--- src/rtl/bmap_pkg.sv ---
package bmap_pkg;
  localparam int PHYS_AW  = 12;
  localparam int SCR_AW   = 8;
  localparam int MAP_CNT  = 3;
  localparam int WIN_CNT  = 4;

  typedef enum logic [1:0] {
    MAP_BOOT   = 2'd0,
    MAP_LOWRAM = 2'd1,
    MAP_SPLIT  = 2'd2
  } map_e;

  typedef enum logic [2:0] {
    RG_LO   = 3'd0,
    RG_MID  = 3'd1,
    RG_UPA  = 3'd2,
    RG_UPB  = 3'd3,
    RG_SCR  = 3'd4,
    RG_NONE = 3'd5
  } region_e;

  typedef enum logic [1:0] {
    TGT_NONE = 2'd0,
    TGT_ROM  = 2'd1,
    TGT_RAM  = 2'd2,
    TGT_SCR  = 2'd3
  } tgt_e;

  typedef struct packed {
    tgt_e               tgt;
    logic [PHYS_AW-1:0] base;
  } route_t;

  localparam logic [15:0] WIN_FIRST [WIN_CNT] = '{16'h0000, 16'h0400, 16'hD800, 16'hE400};
  localparam logic [15:0] WIN_LAST  [WIN_CNT] = '{16'h03FF, 16'h0FFF, 16'hE3FF, 16'hE7FF};
  localparam logic [7:0]  SCR_PAGE  = 8'hFC;
endpackage

--- src/rtl/bm_region_dec.sv ---
module bm_region_dec
  import bmap_pkg::*;
#(
  parameter int ADDR_W = 16
) (
  input  logic [ADDR_W-1:0]  addr,
  output region_e            region,
  output logic [PHYS_AW-1:0] offset
);
  logic [WIN_CNT-1:0] hit;
  logic [PHYS_AW-1:0] win_off [WIN_CNT];

  for (genvar g = 0; g < WIN_CNT; g++) begin : g_win
    logic [ADDR_W-1:0] diff;
    assign hit[g]     = (addr >= ADDR_W'(WIN_FIRST[g])) && (addr <= ADDR_W'(WIN_LAST[g]));
    assign diff       = addr - ADDR_W'(WIN_FIRST[g]);
    assign win_off[g] = diff[PHYS_AW-1:0];
  end

  always_comb begin
    region = RG_NONE;
    offset = '0;
    if (addr[ADDR_W-1 -: 8] == SCR_PAGE) begin
      region = RG_SCR;
      offset = PHYS_AW'(addr[SCR_AW-1:0]);
    end else begin
      for (int i = 0; i < WIN_CNT; i++) begin
        if (hit[i]) begin
          region = region_e'(3'(i));
          offset = win_off[i];
        end
      end
    end
  end
endmodule

--- src/rtl/bm_route_table.sv ---
module bm_route_table
  import bmap_pkg::*;
(
  input  map_e    map_sel,
  input  region_e region,
  output route_t  rd_route,
  output route_t  wr_route
);
  localparam route_t DROP = '{tgt: TGT_NONE, base: '0};

  function automatic route_t mk(tgt_e t, logic [PHYS_AW-1:0] b);
    route_t r;
    r.tgt  = t;
    r.base = b;
    return r;
  endfunction

  always_comb begin
    rd_route = DROP;
    wr_route = DROP;
    if (region == RG_SCR) begin
      rd_route = mk(TGT_SCR, '0);
      wr_route = mk(TGT_SCR, '0);
    end else begin
      unique case (map_sel)
        MAP_LOWRAM: begin
          case (region)
            RG_LO:  begin rd_route = mk(TGT_RAM, 12'h000); wr_route = mk(TGT_RAM, 12'h000); end
            RG_MID: begin rd_route = mk(TGT_RAM, 12'h400); wr_route = mk(TGT_RAM, 12'h400); end
            RG_UPA: rd_route = mk(TGT_ROM, 12'h000);
            RG_UPB: rd_route = mk(TGT_ROM, 12'hC00);
            default: ;
          endcase
        end
        MAP_SPLIT: begin
          case (region)
            RG_LO:  rd_route = mk(TGT_ROM, 12'hC00);
            RG_MID: begin rd_route = mk(TGT_RAM, 12'h400); wr_route = mk(TGT_RAM, 12'h400); end
            RG_UPA: rd_route = mk(TGT_ROM, 12'h000);
            RG_UPB: begin rd_route = mk(TGT_RAM, 12'h000); wr_route = mk(TGT_RAM, 12'h000); end
            default: ;
          endcase
        end
        default: begin
          case (region)
            RG_LO:  rd_route = mk(TGT_ROM, 12'h000);
            RG_MID: rd_route = mk(TGT_ROM, 12'h400);
            RG_UPA: begin rd_route = mk(TGT_RAM, 12'h000); wr_route = mk(TGT_RAM, 12'h000); end
            RG_UPB: begin rd_route = mk(TGT_RAM, 12'hC00); wr_route = mk(TGT_RAM, 12'hC00); end
            default: ;
          endcase
        end
      endcase
    end
  end
endmodule

--- src/rtl/bm_wr_gate.sv ---
module bm_wr_gate #(
  parameter int Q_N = 4,
  localparam int QW = (Q_N > 1) ? $clog2(Q_N) : 1
) (
  input  logic [Q_N-1:0] wr_enable,
  input  logic [QW-1:0]  quarter,
  output logic           allow
);
  logic [Q_N-1:0] open_q;

  for (genvar g = 0; g < Q_N; g++) begin : g_q
    assign open_q[g] = wr_enable[g] && (quarter == QW'(g));
  end

  assign allow = |open_q;
endmodule

--- src/rtl/bm_map_reg.sv ---
module bm_map_reg
  import bmap_pkg::*;
#(
  parameter int PORT_W   = 8,
  parameter int SEL_BASE = 5
) (
  input  logic              clk,
  input  logic              rst_n,
  input  logic              acc_valid,
  input  logic              acc_io,
  input  logic              acc_write,
  input  logic [PORT_W-1:0] port,
  output map_e              map_q
);
  logic              io_rd;
  logic [MAP_CNT-1:0] hit;
  logic [1:0]        code;

  assign io_rd = acc_valid && acc_io && !acc_write;

  for (genvar g = 0; g < MAP_CNT; g++) begin : g_sel
    assign hit[g] = io_rd && (port == PORT_W'(SEL_BASE + g));
  end

  always_comb begin
    code = '0;
    for (int i = 0; i < MAP_CNT; i++) begin
      if (hit[i]) code = 2'(i);
    end
  end

  always_ff @(posedge clk or negedge rst_n) begin
    if (!rst_n)    map_q <= MAP_BOOT;
    else if (|hit) map_q <= map_e'(code);
  end


  map_sel_chk: assert property (@(posedge clk) disable iff (!rst_n)
    (io_rd && port >= PORT_W'(SEL_BASE) && port < PORT_W'(SEL_BASE + MAP_CNT))
      |=> (2'(map_q) == 2'($past(port) - PORT_W'(SEL_BASE))));


  map_hold_chk: assert property (@(posedge clk) disable iff (!rst_n)
    (!io_rd || port < PORT_W'(SEL_BASE) || port >= PORT_W'(SEL_BASE + MAP_CNT))
      |=> $stable(map_q));


  map_legal_chk: assert property (@(posedge clk) disable iff (!rst_n)
    (2'(map_q) < 2'(MAP_CNT)));
endmodule

--- src/rtl/bank_map_decoder.sv ---
module bank_map_decoder
  import bmap_pkg::*;
#(
  parameter int ADDR_W = 16,
  parameter int DATA_W = 8,
  parameter int SW_N   = 4,
  localparam int QW    = (SW_N > 1) ? $clog2(SW_N) : 1
) (
  input  logic               clk,
  input  logic               rst_n,
  input  logic               bus_valid,
  output logic               bus_ready,
  input  logic               bus_io,
  input  logic               bus_write,
  input  logic [ADDR_W-1:0]  bus_addr,
  input  logic [DATA_W-1:0]  bus_wdata,
  output logic [DATA_W-1:0]  bus_rdata,
  input  logic [SW_N-1:0]    wr_enable,
  output logic               rom_re,
  output logic [PHYS_AW-1:0] rom_addr,
  input  logic [DATA_W-1:0]  rom_rdata,
  output logic               ram_re,
  output logic               ram_we,
  output logic [PHYS_AW-1:0] ram_addr,
  input  logic [DATA_W-1:0]  ram_rdata,
  output logic               scr_re,
  output logic               scr_we,
  output logic [SCR_AW-1:0]  scr_addr,
  input  logic [DATA_W-1:0]  scr_rdata,
  output logic [DATA_W-1:0]  mem_wdata
);
  map_e               map_q;
  region_e            region;
  logic [PHYS_AW-1:0] win_off;
  route_t             rd_route, wr_route, act;
  logic [PHYS_AW-1:0] phys;
  logic               mem_acc, ram_ok;

  bm_map_reg #(.PORT_W(8), .SEL_BASE(5)) u_map (
    .clk       (clk),
    .rst_n     (rst_n),
    .acc_valid (bus_valid),
    .acc_io    (bus_io),
    .acc_write (bus_write),
    .port      (bus_addr[7:0]),
    .map_q     (map_q)
  );

  bm_region_dec #(.ADDR_W(ADDR_W)) u_dec (
    .addr   (bus_addr),
    .region (region),
    .offset (win_off)
  );

  bm_route_table u_tbl (
    .map_sel  (map_q),
    .region   (region),
    .rd_route (rd_route),
    .wr_route (wr_route)
  );

  assign act     = bus_write ? wr_route : rd_route;
  assign phys    = act.base + win_off;
  assign mem_acc = bus_valid && !bus_io;

  bm_wr_gate #(.Q_N(SW_N)) u_gate (
    .wr_enable (wr_enable),
    .quarter   (phys[PHYS_AW-1 -: QW]),
    .allow     (ram_ok)
  );

  assign bus_ready = 1'b1;
  assign rom_re    = mem_acc && !bus_write && (act.tgt == TGT_ROM);
  assign ram_re    = mem_acc && !bus_write && (act.tgt == TGT_RAM);
  assign ram_we    = mem_acc &&  bus_write && (act.tgt == TGT_RAM) && ram_ok;
  assign scr_re    = mem_acc && !bus_write && (act.tgt == TGT_SCR);
  assign scr_we    = mem_acc &&  bus_write && (act.tgt == TGT_SCR);
  assign rom_addr  = phys;
  assign ram_addr  = phys;
  assign scr_addr  = phys[SCR_AW-1:0];
  assign mem_wdata = bus_wdata;

  always_comb begin
    if (rom_re)      bus_rdata = rom_rdata;
    else if (ram_re) bus_rdata = ram_rdata;
    else if (scr_re) bus_rdata = scr_rdata;
    else             bus_rdata = '1;
  end


  one_strobe_chk: assert property (@(posedge clk) disable iff (!rst_n)
    $onehot0({rom_re, ram_re, ram_we, scr_re, scr_we}));


  wp_gate_chk: assert property (@(posedge clk) disable iff (!rst_n)
    ram_we |-> wr_enable[ram_addr[PHYS_AW-1 -: QW]]);


  scratch_fixed_chk: assert property (@(posedge clk) disable iff (!rst_n)
    (mem_acc && bus_addr[ADDR_W-1 -: 8] == SCR_PAGE)
      |-> ((scr_re || scr_we) && scr_addr == bus_addr[SCR_AW-1:0]));


  unmapped_ff_chk: assert property (@(posedge clk) disable iff (!rst_n)
    (!rom_re && !ram_re && !scr_re) |-> (bus_rdata == '1));


  io_ff_chk: assert property (@(posedge clk) disable iff (!rst_n)
    (bus_valid && bus_io) |-> (bus_rdata == '1 && !ram_we && !scr_we));


  no_stall_chk: assert property (@(posedge clk) disable iff (!rst_n)
    bus_valid |-> bus_ready);
endmodule

--- config.mk ---
export PLATFORM = sky130hd
export DESIGN_NAME = bank_map_decoder
export DESIGN_NICKNAME = d
export VERILOG_FILES = /design/src/rtl/bmap_pkg.sv /design/src/rtl/bm_region_dec.sv /design/src/rtl/bm_route_table.sv /design/src/rtl/bm_wr_gate.sv /design/src/rtl/bm_map_reg.sv /design/src/rtl/bank_map_decoder.sv
export SDC_FILE = /design/constraint.sdc
export NUM_CORES = 1
export LEC_CHECK = 0
export BUFFER_PORTS_ARGS = -buffer_cell sky130_fd_sc_hd__buf_2
export CAP_MARGIN = 20
export CELL_PAD_IN_SITES_DETAIL_PLACEMENT = 0
export CELL_PAD_IN_SITES_GLOBAL_PLACEMENT = 1
export CORE_MARGIN = 4
export CORE_UTILIZATION = 31
export DETAILED_ROUTE_END_ITERATION = 10
export PLACE_DENSITY = 0.94
export SYNTH_ARGS = -nofsm -noshare
export SYNTH_HDL_FRONTEND = slang
export SYNTH_HIERARCHICAL = 1
export SYNTH_SLANG_ARGS = --single-unit
export TNS_END_PERCENT = 5
--- constraint.sdc ---
create_clock -name clk -period 4.05 [get_ports clk]
set_clock_uncertainty 0.05 [all_clocks]
set_input_delay 0.2025 -clock clk [delete_from_list [all_inputs] [get_ports clk]]
set_output_delay 0.2025 -clock clk [all_outputs]
set_load 0.005 [all_outputs]
==> results.py <==
metrics = {
    "synthesis": {
        "synth-seq-cells": 2,
        "yosys_warnings": 6,
        "synth_mux_area_share_pct": 8.461,
        "synthSimpleGateAreaFrac_pct": 23.03,
        "synthAdderAreaFrac_pct": 11.83,
        "syn_area_sq_um": 1967,
        "netlist-cell-type-count": 59,
        "synth-async-reset-ratio_pct": 100.0,
        "synth-seq-area-share_pct": 2.545,
        "synth-main-ff-cell": "dfrtp_1",
        "synth_top_family_by_area": "compound AO/OA/AOI/OAI gates",
        "netlist_instances": 257,
        "synth-edff-count": 0,
        "synth_compound_area_share_pct": 27.10,
        "synth_xor_area_share_pct": 4.453,
        "syn_avg_cell_area_sq_um": 7.653,
    },
    "drt": {
        "drcViolationCount": 0,
        "ant_nets": 0,
        "drtPass1Iterations": 4,
        "drt-initial-drc-count": 71,
        "vias": 2056,
        "avgViaCountPerCell": 5.077,
        "wl_microns": 5212,
        "post_drt_wl_per_cell_microns": 12.87,
    },
    "global_routing": {
        "grt_pass1_wl_microns": 8197,
        "antenna_found_initial": 0,
        "grt_pass1_vias": 1896,
        "grt_max_degree": 18,
        "globalRouteTotalUtil_pct": 12.64,
        "grt_overflow": 0,
    },
    "timing": {
        "fmax_mhz": 260.0,
        "setup-violations-final": 0,
        "hold_ws_ps": 222.1,
        "finalCritPeriodShare_pct": 94.97,
        "slew_headroom_pct": 42.01,
        "fin_setup_tns_ps": 0,
        "finalMaxSlewViolations": 0,
        "hold_viol": 0,
        "tightestPinTransition_ps": 863.2,
        "min_period_ps": 3846,
    },
    "place": {
        "routabilityCongestion": 0.9790,
        "portBuffers": 93,
        "place_inst": 398,
        "dp_hpwl_microns": 4380,
    },
    "clocking": {
        "numCtsBuffers": 3,
        "insertion_delay_ps": 210,
        "path_clk_slew_ps": 30,
        "cts_sinks": 2,
        "cts_htree_levels": 1,
        "clockBufferDepth": 2,
        "cts_root_buf": "clkbuf_8",
        "cts_tree": "done",
    },
    "cells_and_area": {
        "nets": 407,
        "antenna_cells": 0,
        "multi_input_comb_area_sq_um": 1638,
        "seqCellArea_sq_um": 50.05,
        "drive_above_1_share_pct": 43.33,
        "area_growth_syn_to_layout_pct": 23.16,
        "final_cells": 405,
        "top_regs": "u_map/map_q (2)",
        "largest_register": "u_map/map_q",
        "fillers": 634,
        "largest_register_ffs": 2,
    },
    "setup_path": {
        "required_ps": 3800,
        "crit_type": "in2out",
        "critPathMaxFanout": 6,
        "arrival_ps": 3590,
        "setup.worst_path.end_class": "output pin",
        "startpoint_type": "primary input",
    },
    "power_and_ir_drop": {
        "peakVddDrop_mv": 0.07292,
        "power_density_nw_per_um2": 134.0,
        "static-leakage-power_nw": 1.188,
    },
    "floorplanning": {
        "fp.dieW_microns": 87.66,
        "ios": 111,
        "core_area_sq_um": 6026,
        "die_area_sq_um": 7683,
        "rows": 28,
        "start_util_pct": 32.64,
        "die_h_microns": 87.66,
    },
    "job": {
        "maxCapViolCount": 0,
    },
    "hold_path": {
        "hold_class": "in2reg",
    },
    "outcome": {
        "status": "finished clean",
    },
}
==> metrics by stage <==
stage | utilization, % | instance area, sq um | total power [mW] | worst slack [ps]
finish | 40.20 | 2422 | 0.3245 | 203.7
global route | 40.20 | 2422 | 0.3567 | -47.45
CTS | 38.58 | 2325 | 0.3180 | 30.25
detailed placement | 37.54 | 2262 | 0.2364 | -114.5
global placement | 37.54 | 2262 | 0.2345 | 102.1
floorplan | - | 2038 | 0.2003 | 149.7
==> routing by layer <==
metal  up-vias  GRT usage, %  wire length, microns  part of all wire [%]
met5         -             0                     0                     0
met1       933         15.60                  2237                    43
met2        89         24.11                  2439                    47
met4         0         2.232                    15                  0.29
li1       1030             -                     -                     -
met3         4        0.7526                   518                   9.9
==> path summary, 6_finish.rpt <==
check | from | endpoint | slack [ps] | cells past startpoint
min | bus_addr[0] | u_map/map_q[0] | 220 | 2
max | bus_addr[11] | ram_we | 200 | 21
max in group asynchronous | rst_n | u_map/map_q[0] | 3590 | 2
max reg2reg | u_map/map_q[0] | u_map/map_q[0] | 3310 | 2
min reg2reg | u_map/map_q[1] | u_map/map_q[1] | 460 | 1
min in group asynchronous | rst_n | u_map/map_q[1] | 260 | 2
==> synthesized netlist by cell type (3+ instances only) <==
cell type / instances / area, sq um
buf_4: 49 / 367.9
a21oi_1: 21 / 105.1
nor2_1: 20 / 75.07
ha_1: 17 / 212.7
inv_1: 11 / 41.29
mux2_2: 11 / 123.9
nand2_1: 9 / 33.78
o2bb2ai_1: 8 / 70.07
a21boi_1: 7 / 52.55
xnor2_1: 7 / 61.31
o21ai_0: 6 / 30.03
nor3_1: 5 / 25.02
a21o_1: 4 / 30.03
and3_1: 4 / 25.02
nand2b_1: 4 / 25.02
nand3b_1: 4 / 30.03
and2_1: 3 / 18.77
nand4_1: 3 / 18.77
nor4_1: 3 / 18.77
o21ai_1: 3 / 15.01
or4_4: 3 / 33.78
xor2_1: 3 / 26.28
==> power by group <==
part / switching [mW] / total, mW / internal (mW)
clock network: 0.0139 / 0.0766 / 0.0627
registers: 0.000601 / 0.0215 / 0.0209
logic: 0.116 / 0.226 / 0.110
total: 0.131 / 0.325 / 0.194
==> cells by family (layout without fill, tap and decap cells) <==
| group | Yosys count | count (layout) |
|---|---|---|
| AND/OR/NAND/NOR | 73 | 73 |
| buffers and inverters | 65 | 119 |
| adder cells (fa/ha/maj) | 18 | 18 |
| XOR/XNOR | 10 | 10 |
| other | 2 | 21 |
| multiplexers | 14 | 14 |
| AO/OA/AOI/OAI | 73 | 73 |
| flip-flops | 2 | 2 |
==> final cells by class <==
cell class,count,share of cell area (%)
multi-input cells,209,67.61
repair buffers,105,23.04
well taps,75,3.874
flip-flops and latches,2,2.066
clock buffers,3,1.705
inverters,11,1.705
==> timing repair <==
action                                  in CTS  in global routing
pin swaps                                    0                  7
endpoints found under the setup margin       1                  6
endpoints found under the hold margin        2                  0
hold buffers                                 1                  0
resized for setup                            2                 17
buffers inserted                             0                  3
==> layout by cell type (no fill, tap or decap), types with 5 or more instances in the layout <==
cell type and instances:
xnor2_1 6, o2bb2ai_1 8, buf_2 93, conb_1 21, inv_1 11, a21boi_1 7, nand2_1 8, buf_4 11
mux2_2 11, nor2_1 20, a21oi_1 18, nor3_1 5, ha_1 15
==> worst max-delay path: stages <==
cell and delay [ps]:
buf_2 100, inv_1 60, ha_2 180, or3b_4 400, buf_4 160, o31ai_4 270, o21ai_4 140, nand2_2 110
nor2_1 60, o21ai_0 80, a21oi_1 80, mux2_2 270, ha_2 170, a21oi_2 90, o21ai_1 80, a41oi_2 210
xnor2_2 160, mux4_2 520, inv_1 60, nor4_1 40, buf_2 130
No activity file was read; power rests on OpenSTA's default activity.
